--- src/rtl/tdm_frame_timer.sv ---
module tdm_frame_timer #(
  parameter int CW       = 11,
  parameter int CM_LEAD0 = 71,
  parameter int CM_LEAD1 = 68,
  parameter int CM_WIDTH = 4,
  parameter int DM_LAG0  = 64,
  parameter int DM_LAG1  = 65,
  parameter int FP_HALF  = 2
) (
  input  logic clk,
  input  logic rst_n,
  input  logic c4_in,
  input  logic frame_in_n,
  input  logic offset_sel,
  output logic frame_out_n,
  output logic c4_out,
  output logic c2_out,
  output logic cm_pulse_n,
  output logic dm_frame,
  output logic dm_frame_n
);
  localparam int FLEN = 1 << CW;

  logic [CW-1:0] cnt, cnt_nxt, cm_lo, dm_pt;
  logic          c4_q, fr_q, armed, synced, dm;
  logic          c4_fall, fr_fall, bound, in_fp, in_cm;

  assign c4_fall = c4_q & ~c4_in;
  assign fr_fall = fr_q & ~frame_in_n;
  assign bound   = armed & c4_fall;
  assign cnt_nxt = bound ? '0 : cnt + 1'b1;

  assign cm_lo = offset_sel ? CW'(FLEN - CM_LEAD1) : CW'(FLEN - CM_LEAD0);
  assign dm_pt = offset_sel ? CW'(DM_LAG1) : CW'(DM_LAG0);

  always_ff @(posedge clk) begin
    if (!rst_n) begin
      cnt    <= '0;
      c4_q   <= 1'b0;
      fr_q   <= 1'b1;
      armed  <= 1'b0;
      synced <= 1'b0;
      dm     <= 1'b0;
    end else begin
      c4_q  <= c4_in;
      fr_q  <= frame_in_n;
      armed <= fr_fall | (armed & ~bound);
      cnt   <= cnt_nxt;
      if (bound) synced <= 1'b1;
      if ((synced | bound) && cnt_nxt == dm_pt) dm <= ~dm;
    end
  end

  assign in_fp = (cnt >= CW'(FLEN - FP_HALF)) || (cnt < CW'(FP_HALF));
  assign in_cm = ({1'b0, cnt} >= {1'b0, cm_lo}) &&
                 ({1'b0, cnt} <  {1'b0, cm_lo} + (CW+1)'(CM_WIDTH));

  assign frame_out_n = ~(synced & in_fp);
  assign cm_pulse_n  = ~(synced & in_cm);
  assign c4_out      = cnt[1];
  assign c2_out      = ~cnt[2];
  assign dm_frame    = dm;
  assign dm_frame_n  = ~dm;
endmodule

--- config.mk ---
export PLATFORM = sky130hd
export DESIGN_NAME = tdm_frame_timer
export DESIGN_NICKNAME = d
export VERILOG_FILES = /design/src/rtl/tdm_frame_timer.sv
export SDC_FILE = /design/constraint.sdc
export NUM_CORES = 1
export LEC_CHECK = 0
export ABC_AREA = 1
export BUFFER_PORTS_ARGS = -buffer_cell sky130_fd_sc_hd__clkbuf_2
export CORE_AREA = 2 2 59 61
export CTS_CLUSTER_SIZE = 28
export DETAILED_ROUTE_END_ITERATION = 8
export DIE_AREA = 0 0 61 63
export PLACE_DENSITY_LB_ADDON = 0.05
export SLEW_MARGIN = 20
export SYNTH_ARGS = -nofsm -noshare
export SYNTH_HDL_FRONTEND = slang
export SYNTH_SLANG_ARGS = --single-unit
export TNS_END_PERCENT = 5
--- constraint.sdc ---
create_clock -name clk -period 2.2 [get_ports clk]
set_input_delay 0.11 -clock clk [delete_from_list [all_inputs] [get_ports clk]]
set_output_delay 0.11 -clock clk [all_outputs]
set_load 0.1 [all_outputs]
### After elaboration in Yosys (flattened, before gate mapping)

Cells that the tools add are included.

* register bits after elaboration: 16
* output and inout bits: 6
* word-level logic and storage cells: 34

* add/subtract/negate cells: 2
* magnitude comparators: 4
* eq/ne operators: 1
* multiplexer cells: 3
* bitwise gates (word level): 15
* reduce and logical (&&, ||, !) cells: 3

Operator list (number)
* adder 11 x 3 -> 12 bit, second input constant: 1
* less-than comparator 11 x 12 -> 1 bit: 1
* adder 11 x 1 -> 11 bit, second input constant: 1
* equality test 11 x 7 -> 1 bit: 1
* >= comparator 11 bit: 1
* >= comparator 11 bit, second input constant: 1
* less-than comparator 11 x 2 -> 1 bit, second input constant: 1
* two-way mux 11 bit: 1
* NOT 1 bit: 7
* AND 1 bit: 6
* two-way mux 3 bit: 1
* logical AND 1 bit: 2
* bitwise OR 1 bit: 2
* logical OR 1 bit: 1
* two-way mux 1 bit: 1

### Logic depth before layout (Yosys ltp)

Gate-level depths: netlist of the first run.

* depth after elaboration: 6
* mapped depth: 12
* gate-level depth less buffers: 12

### Worst setup path after synthesis of the first run

Ideal clock, no wire load.

* kind: flip-flop to output port
* from: register cnt[1]
* to: output port frame_out_n
* arrival time: 2.324 ns
* data required time: 2.090 ns
* slack: -0.234 ns
* cell stages (with the launch flop): 5
* cell sequence: dfxtp_1 -> ha_1 -> o211ai_1 -> o21ai_0 -> nand3_1

* cells in the longest elaborated chain, start to end: 4
* elaborated cells between the ends (all ways): 5

Ends and longest elaborated chain
* from (decl): line 24 `logic [CW-1:0] cnt, cnt_nxt, cm_lo, dm_pt;`
* from (signal assigned): line 48 `cnt <= cnt_nxt;`
* >= comparator 11 bit / less-than comparator 11 x 2 -> 1 bit (equally long branches): line 54 `assign in_fp = (cnt >= CW'(FLEN - FP_HALF)) || (cnt < CW'(FP_HALF));`
* logical OR 1 bit (*): line 54
* AND 1 bit (*): line 58 `assign frame_out_n = ~(synced & in_fp);`
* NOT 1 bit (*): line 58
* to (decl): line 15 `output logic frame_out_n,`

Every way passes the cells marked *; elsewhere a longest branch is shown, timed or not.

### Final worst setup path of the first run

* from: register cnt[0]
* to: output port cm_pulse_n

* cells in the longest elaborated chain, start to end: 4
* elaborated cells between the ends (all ways): 5

Ends and longest elaborated chain
* less-than comparator 11 x 12 -> 1 bit / >= comparator 11 bit (equally long branches): line 56, 55
* logical AND 1 bit (*): line 55 `assign in_cm = ({1'b0, cnt} >= {1'b0, cm_lo}) &&`
* AND 1 bit (*): line 59 `assign cm_pulse_n = ~(synced & in_cm);`
* NOT 1 bit (*): line 59
* to (decl): line 18 `output logic cm_pulse_n,`

Marked as above.

==> impl_metrics.csv, run 1 <==
group,metric,value,unit
layout,syn2layout_area_growth,12.5,%
layout,fin_util,37.0,%
layout,drive_above_1_share,18.2,%
yosys,synthArstFlopShare,0,%
power_and_ir_drop,peakVddDrop,271,µV
setup_path,path_class,"reg2out",
timing,rsz0062_at_grt,"false",
timing,fin_setup_tns,0,ns
timing,clock.fmax,0.502,GHz
clocking,clock-sinks,16,
clocking,cts_htree_levels,1,
detailed_routing,drtAntennaViolNets,0,
timing,finalWorstSetupSlack,0.206,ns
detailed_routing,vias,989,
clocking,insertion_delay,0.30,ns
yosys,synthTopCellsByCount,"36 x nand2_1, 28 x inv_1, 19 x nor2_1, 16 x dfxtp_1, 13 x nand3_1",
detailed_routing,first_pass_iters,4,
clocking,clk_pin_slew,0.10,ns
yosys,yosysMostFrequentCell,"nand2_1",
detailed_routing,top_layer_used,"met4",
timing,worstMarginPinSlew,0.542,ns
detailed_routing,wl_met2,1.19,mm
layout,fin_cells,216,
power_and_ir_drop,power.density,510,nW/µm²
timing,fin_crit_sh,90.6,%
detailed_routing,drtIter0Drc,56,
yosys,synth_nets,172,
setup_path,cp_slowest_cell,"dfxtp_1",
min_path,hold_path_class,"in2reg",
power_and_ir_drop,p_leak,0.597,nW
timing,setup_viol,0,
global_route,grt_pass1_wl,4.38,mm
clocking,cts_resized,0,
floorplan,die_area,3840,µm²
place,port_buffers,10,
yosys,synth_area,1060,µm²
place,post-place-cells,212,
yosys,seq_area_frac_synth,30.2,%
place,dp_hpwl,2.01,mm
yosys,synth_top_area_cell,"dfxtp_1",
place,dpl_cell_area,1160,µm²
detailed_routing,met1_length,1.22,mm
detailed_routing,via_per_inst,4.58,
layout,final_area,1190,µm²
yosys,synth-edff-count,0,
detailed_routing,wl_per_cell,11.8,µm
detailed_routing,routed-wl-met3,103,µm
clocking,cts_made_buffers,3,
yosys,synth_cells,158,
layout,diodes,0,
layout,layout.nets,185,
floorplan,start_util,32.9,%
floorplan,boundaryPins,11,
floorplan,die_x,61,µm
global_route,grt_pass1_vias,925,
place,pre_cts_ws,0.457,ns
place,gp_congestion,0.770,
timing,fin_worst_skew,0.00645,ns
outcome,status,"complete, no violations",
floorplan,die_y,63,µm
yosys,syn_avg_cell_area,6.72,µm²
power_and_ir_drop,comb_power_share,15.2,%
timing,fin_crit,1.99,ns
setup_path,arrival,1.88,ns
job,maxCapViolCount,0,
floorplan,rows,21,
clocking,cts_tree,"built",
global_route,antenna_found_initial,0,
power_and_ir_drop,seq_power_share,51.0,%
yosys,synth_flop_cell,"dfxtp_1",
timing,slew_viol_final,0,
detailed_routing,wirelength,2.55,mm
yosys,ys_ff_latch,16,
power_and_ir_drop,p_int,0.425,mW
clocking,postCtsSetupRepairBufs,0,
global_route,gr-total-overflow,0,
timing,hold_violations,0,
global_route,grt_usage,15.2,%
detailed_routing,drc,0,
timing,relSlewSlack,64.0,%
yosys,netlist.area_leader.share,30.2,%
setup_path,start_kind,"flop",
setup_path,max_stage_delay,0.39,ns
clocking,cts_hold_buf,0,
clocking,cts_root_buffer,"clkbuf_4",
power_and_ir_drop,clkPwrFrac,33.8,%
global_route,grt_max_degree,15,
power_and_ir_drop,power.switching,0.184,mW
setup_path,cp_cell_sequence,"inv_1 -> ha_1 -> o21ai_0 -> inv_1 -> o21ai_0 -> nand2_1 -> nand3_1 -> buf_4",
setup_path,crit_path_end_kind,"output port",
yosys,yosysWarnings,0,
floorplan,fp.coreArea,3230,µm²
yosys,synth_cell_types,24,
yosys,ys_top_cells_by_area,"dfxtp_1 30%, nand2_1 13%, ha_1 11%",
power_and_ir_drop,switching_share,30.2,%
clocking,clockBufferDepth,2,
setup_path,cp_data_required_time,2.09,ns
setup_path,crit_path_max_fanout,5,
## kinds of logic after synthesis
family                     count (synthesis)  synth area share [%]
DFF                                       16                  30.2
buffers and inverters                     31                  12.0
and+or+nand+nor                           87                  38.8
adders and majority gates                  9                  10.6
AOI/OAI and AO/OA                         15                  8.48
## through the flow
step | hold slack, ns | total power [mW]
after floorplan | 0.179 | 0.387
after global placement | 0.305 | 0.411
after detailed placement | 0.313 | 0.410
after CTS | 0.00186 | 0.614
after global routing | 0.00244 | 0.644
final | 0.00226 | 0.609
## power groups by stage
stage          sequential [mW]  combinational, mW  clock (mW)
2_1_floorplan            0.330             0.0567           0
5_1_grt                  0.312              0.102       0.229
6_report                 0.311             0.0928       0.206
4_1_cts                  0.311             0.0934       0.210
3_3_place_gp             0.317             0.0946           0
3_5_place_dp             0.317             0.0929           0
## placed cells by master (no fill, tap or decap)
cell      Yosys  layout
buf_4         0       1
o211ai_1      1       1
nand3_2       3       3
ha_1          9       9
nand4_1       1       1
a21oi_1       4       4
clkbuf_2      0       9
clkbuf_4      0       3
a22oi_1       1       1
o21ai_0       6       6
nor2_4        2       2
nor2_1       19      19
nor2_2        5       5
clkinv_2      1       1
clkbuf_8      1       1
dfxtp_1      16      13
inv_1        28      28
dfxtp_2       0       3
nand3b_1      1       1
nand3_1      13      13
nand2_4       1       1
nand2_1      36      36
nor3_1        5       5
a21boi_0      1       1
a21oi_2       1       1
o41ai_1       1       1
nand2_2       1       1
## final cells by class
class                           instances  area, µm²
Sequential cell                        16        324
Inverter                               29        110
Clock buffer                            4       36.3
Fill cell                             366       2040
Timing Repair Buffer                   10       52.6
Multi-Input combinational cell        111        614
Tap cell                               46       57.6
## flip-flops by register name, summed over array words and instances, names as in the netlist
name,cells
fr_q,1
dm_frame,1
armed,1
cnt,11
c4_q,1
synced,1
## critical path, delay by kind of cell, from the launching register on
family          cells  cell delay (ns)
buf+inv             3             0.45
flops               1             0.39
compound gates      2             0.32
fa+ha+maj           1             0.28
simple gates        2             0.15
## routing by layer
metal	up-vias	global-route usage, %
li1	523	-
met1	435	20.6
met2	24	23.5
met3	7	3.11
met4	0	4.89
met5	-	0
## path summary, 6_finish.rpt
check	from	end	slack (ns)	cells past startpoint
setup / recovery	cnt[0]	cm_pulse_n	0.21	8
hold / removal	frame_in_n	fr_q	0.002	3
setup reg to reg	cnt[0]	dm_frame	0.60	11
hold reg to reg	fr_q	armed	0.51	2
Note: power is estimated with default switching activity, not from simulation.
==> inputs of run 2 (changes only) <==
- clock period: 2.2 -> 2.3 ns (I/O delays scaled with it)
==> run 2 against run 1 <==
Sequential cell count unchanged. Setup slack got worse by 0.037 ns. Worst hold slack improved by 0.020 ns. Register-to-register slack got worse by 0.02 ns. Critical path type unchanged.
==> impl_metrics.csv, run 2 (synthesis gave the netlist of run 1 again) <==
group,metric,value,unit
global_route,grt_max_degree,15,
job,maxCapViolCount,0,
clocking,clk_pin_slew,0.10,ns
setup_path,start_kind,"flop",
setup_path,cp_cell_sequence,"ha_1 -> nand3b_1 -> nand2_1 -> a21oi_1 -> nor2_1 -> o21ai_0 -> nand3_1 -> buf_2",
setup_path,arrival,2.02,ns
setup_path,rrSetupSlack,0.58,ns
timing,clock.fmax,0.469,GHz
place,post-place-cells,212,
outcome,status,"complete, no violations",
floorplan,fp.coreArea,3230,µm²
layout,layout.nets,187,
clocking,cts_root_buffer,"clkbuf_4",
layout,fin_cells,218,
layout,seq_area,322,µm²
detailed_routing,via_per_inst,4.48,
power_and_ir_drop,power.total,0.583,mW
timing,fin_setup_tns,0,ns
detailed_routing,first_pass_iters,4,
floorplan,rows,21,
global_route,grt_pass1_wl,4.02,mm
place,port_buffers,10,
clocking,cts_made_buffers,3,
setup_path,cp_data_required_time,2.18,ns
setup_path,max_stage_delay,0.51,ns
place,dp_hpwl,1.88,mm
layout,final_cell_mix,"36 x nand2_1, 28 x inv_1, 19 x nor2_1",
global_route,gr-total-overflow,0,
setup_path,r2r-start,"cnt[0]",
clocking,clock-sinks,16,
layout,drive_above_1_share,16.9,%
setup_path,cp_slowest_cell,"dfxtp_1",
setup_path,crit_path_max_fanout,8,
layout,syn2layout_area_growth,13.9,%
detailed_routing,wl_per_cell,11.0,µm
detailed_routing,wirelength,2.40,mm
clocking,clockBufferDepth,2,
layout,fin_util,37.4,%
power_and_ir_drop,p_leak,0.603,nW
timing,hold_violations,0,
layout,layout_commonest_cell,"nand2_1",
layout,top_register,"cnt",
layout,n_fill_cell,354,
setup_path,crit_path_end_kind,"output port",
setup_path,r2r-end,"dm_frame",
global_route,grt_usage,13.8,%
layout,largest_reg_flops,11,
min_path,hold_path_class,"in2reg",
power_and_ir_drop,power.density,482,nW/µm²
layout,diodes,0,
clocking,cts_htree_levels,1,
timing,worstMarginPinSlew,0.546,ns
detailed_routing,drtAntennaViolNets,0,
clocking,cts_tree,"built",
clocking,insertion_delay,0.30,ns
timing,rsz0062_at_grt,"false",
setup_path,ff2ff_path_depth,11,
layout,multi_input_comb_area,614,µm²
power_and_ir_drop,peakVddDrop,242,µV
min_path,min_to,"fr_q",
timing,setup_viol,0,
setup_path,path_class,"reg2out",
place,gp_congestion,0.827,
global_route,antenna_found_initial,0,
floorplan,die_area,3840,µm²
floorplan,die_y,63,µm
clocking,postCtsSetupRepairBufs,0,
min_path,holdPathStages,2,
detailed_routing,drtIter0Drc,22,
global_route,grt_pass1_vias,890,
detailed_routing,drc,0,
floorplan,boundaryPins,11,
timing,fin_worst_skew,0.00257,ns
floorplan,die_x,61,µm
min_path,min_from,"rst_n",
timing,relSlewSlack,63.8,%
timing,fin_crit,2.13,ns
timing,slew_viol_final,0,
timing,fin_crit_sh,92.7,%
detailed_routing,vias,977,
floorplan,start_util,32.9,%
-- run 2: cell count changes in the layout (fill, tap and decap cells not counted), sizes merged --
cell         delta
dlygate4sd3     +2
-- run 2: worst max-delay path by stage --
stage / startpoint / end / depth (start not counted)
after floorplan: cnt[1] / frame_out_n / 4
after global placement: cnt[3] / cm_pulse_n / 8
after detailed placement: cnt[2] / cm_pulse_n / 8
after CTS: cnt[2] / cm_pulse_n / 8
after global routing: cnt[2] / cm_pulse_n / 8
final: cnt[2] / cm_pulse_n / 8
-- run 2: report_power, final --
group	total [mW]	switching [mW]	internal, mW
Sequential	0.296	0.0107	0.286
Clock	0.196	0.0994	0.0966
Combinational	0.0903	0.0639	0.0264
Total	0.583	0.174	0.409
-- run 2: cell type report --
type | instances | share of cell area (%)
sequential | 16 | 26.6
clock buffer | 4 | 3.00
multi-input combinational | 111 | 50.8
timing repair buffer | 12 | 5.79
tap | 46 | 4.76
inverter | 29 | 9.10
-- run 2: routing by layer --
| layer | global-route usage [%] | vias to the layer above | share of wire [%] |
|---|---|---|---|
| li1 | - | 525 | - |
| met1 | 18.5 | 434 | 50 |
| met2 | 22.0 | 13 | 46 |
| met3 | 2.69 | 5 | 3.2 |
| met4 | 4.08 | 0 | 1.3 |
| met5 | 0 | - | 0 |
-- run 2: per-stage QoR --
| step | setup WS (ns) | cell area, µm² | hold WS, ns |
|---|---|---|---|
| finish | 0.169 | 1210 | 0.0222 |
| detailed placement | 0.458 | 1150 | 0.313 |
| floorplan | 0.259 | 1060 | 0.184 |
| global route | 0.0532 | 1210 | 0.0289 |
| global placement | 0.442 | 1150 | 0.307 |
| CTS | 0.121 | 1210 | 0.0224 |
-- run 2: critical path: cells and delay by family, from the launching register on --
family                     cells  cell delay (ns)
DFF                            1             0.51
buffers and inverters          1             0.42
and+or+nand+nor                4             0.35
adders and majority gates      1             0.30
AOI/OAI and AO/OA              2             0.13
-- run 2: repair_timing --
item	in CTS	in global routing
gates resized for setup	0	1
hold buffers	2	0
hold endpoints to repair	2	0
setup endpoints to repair	0	1
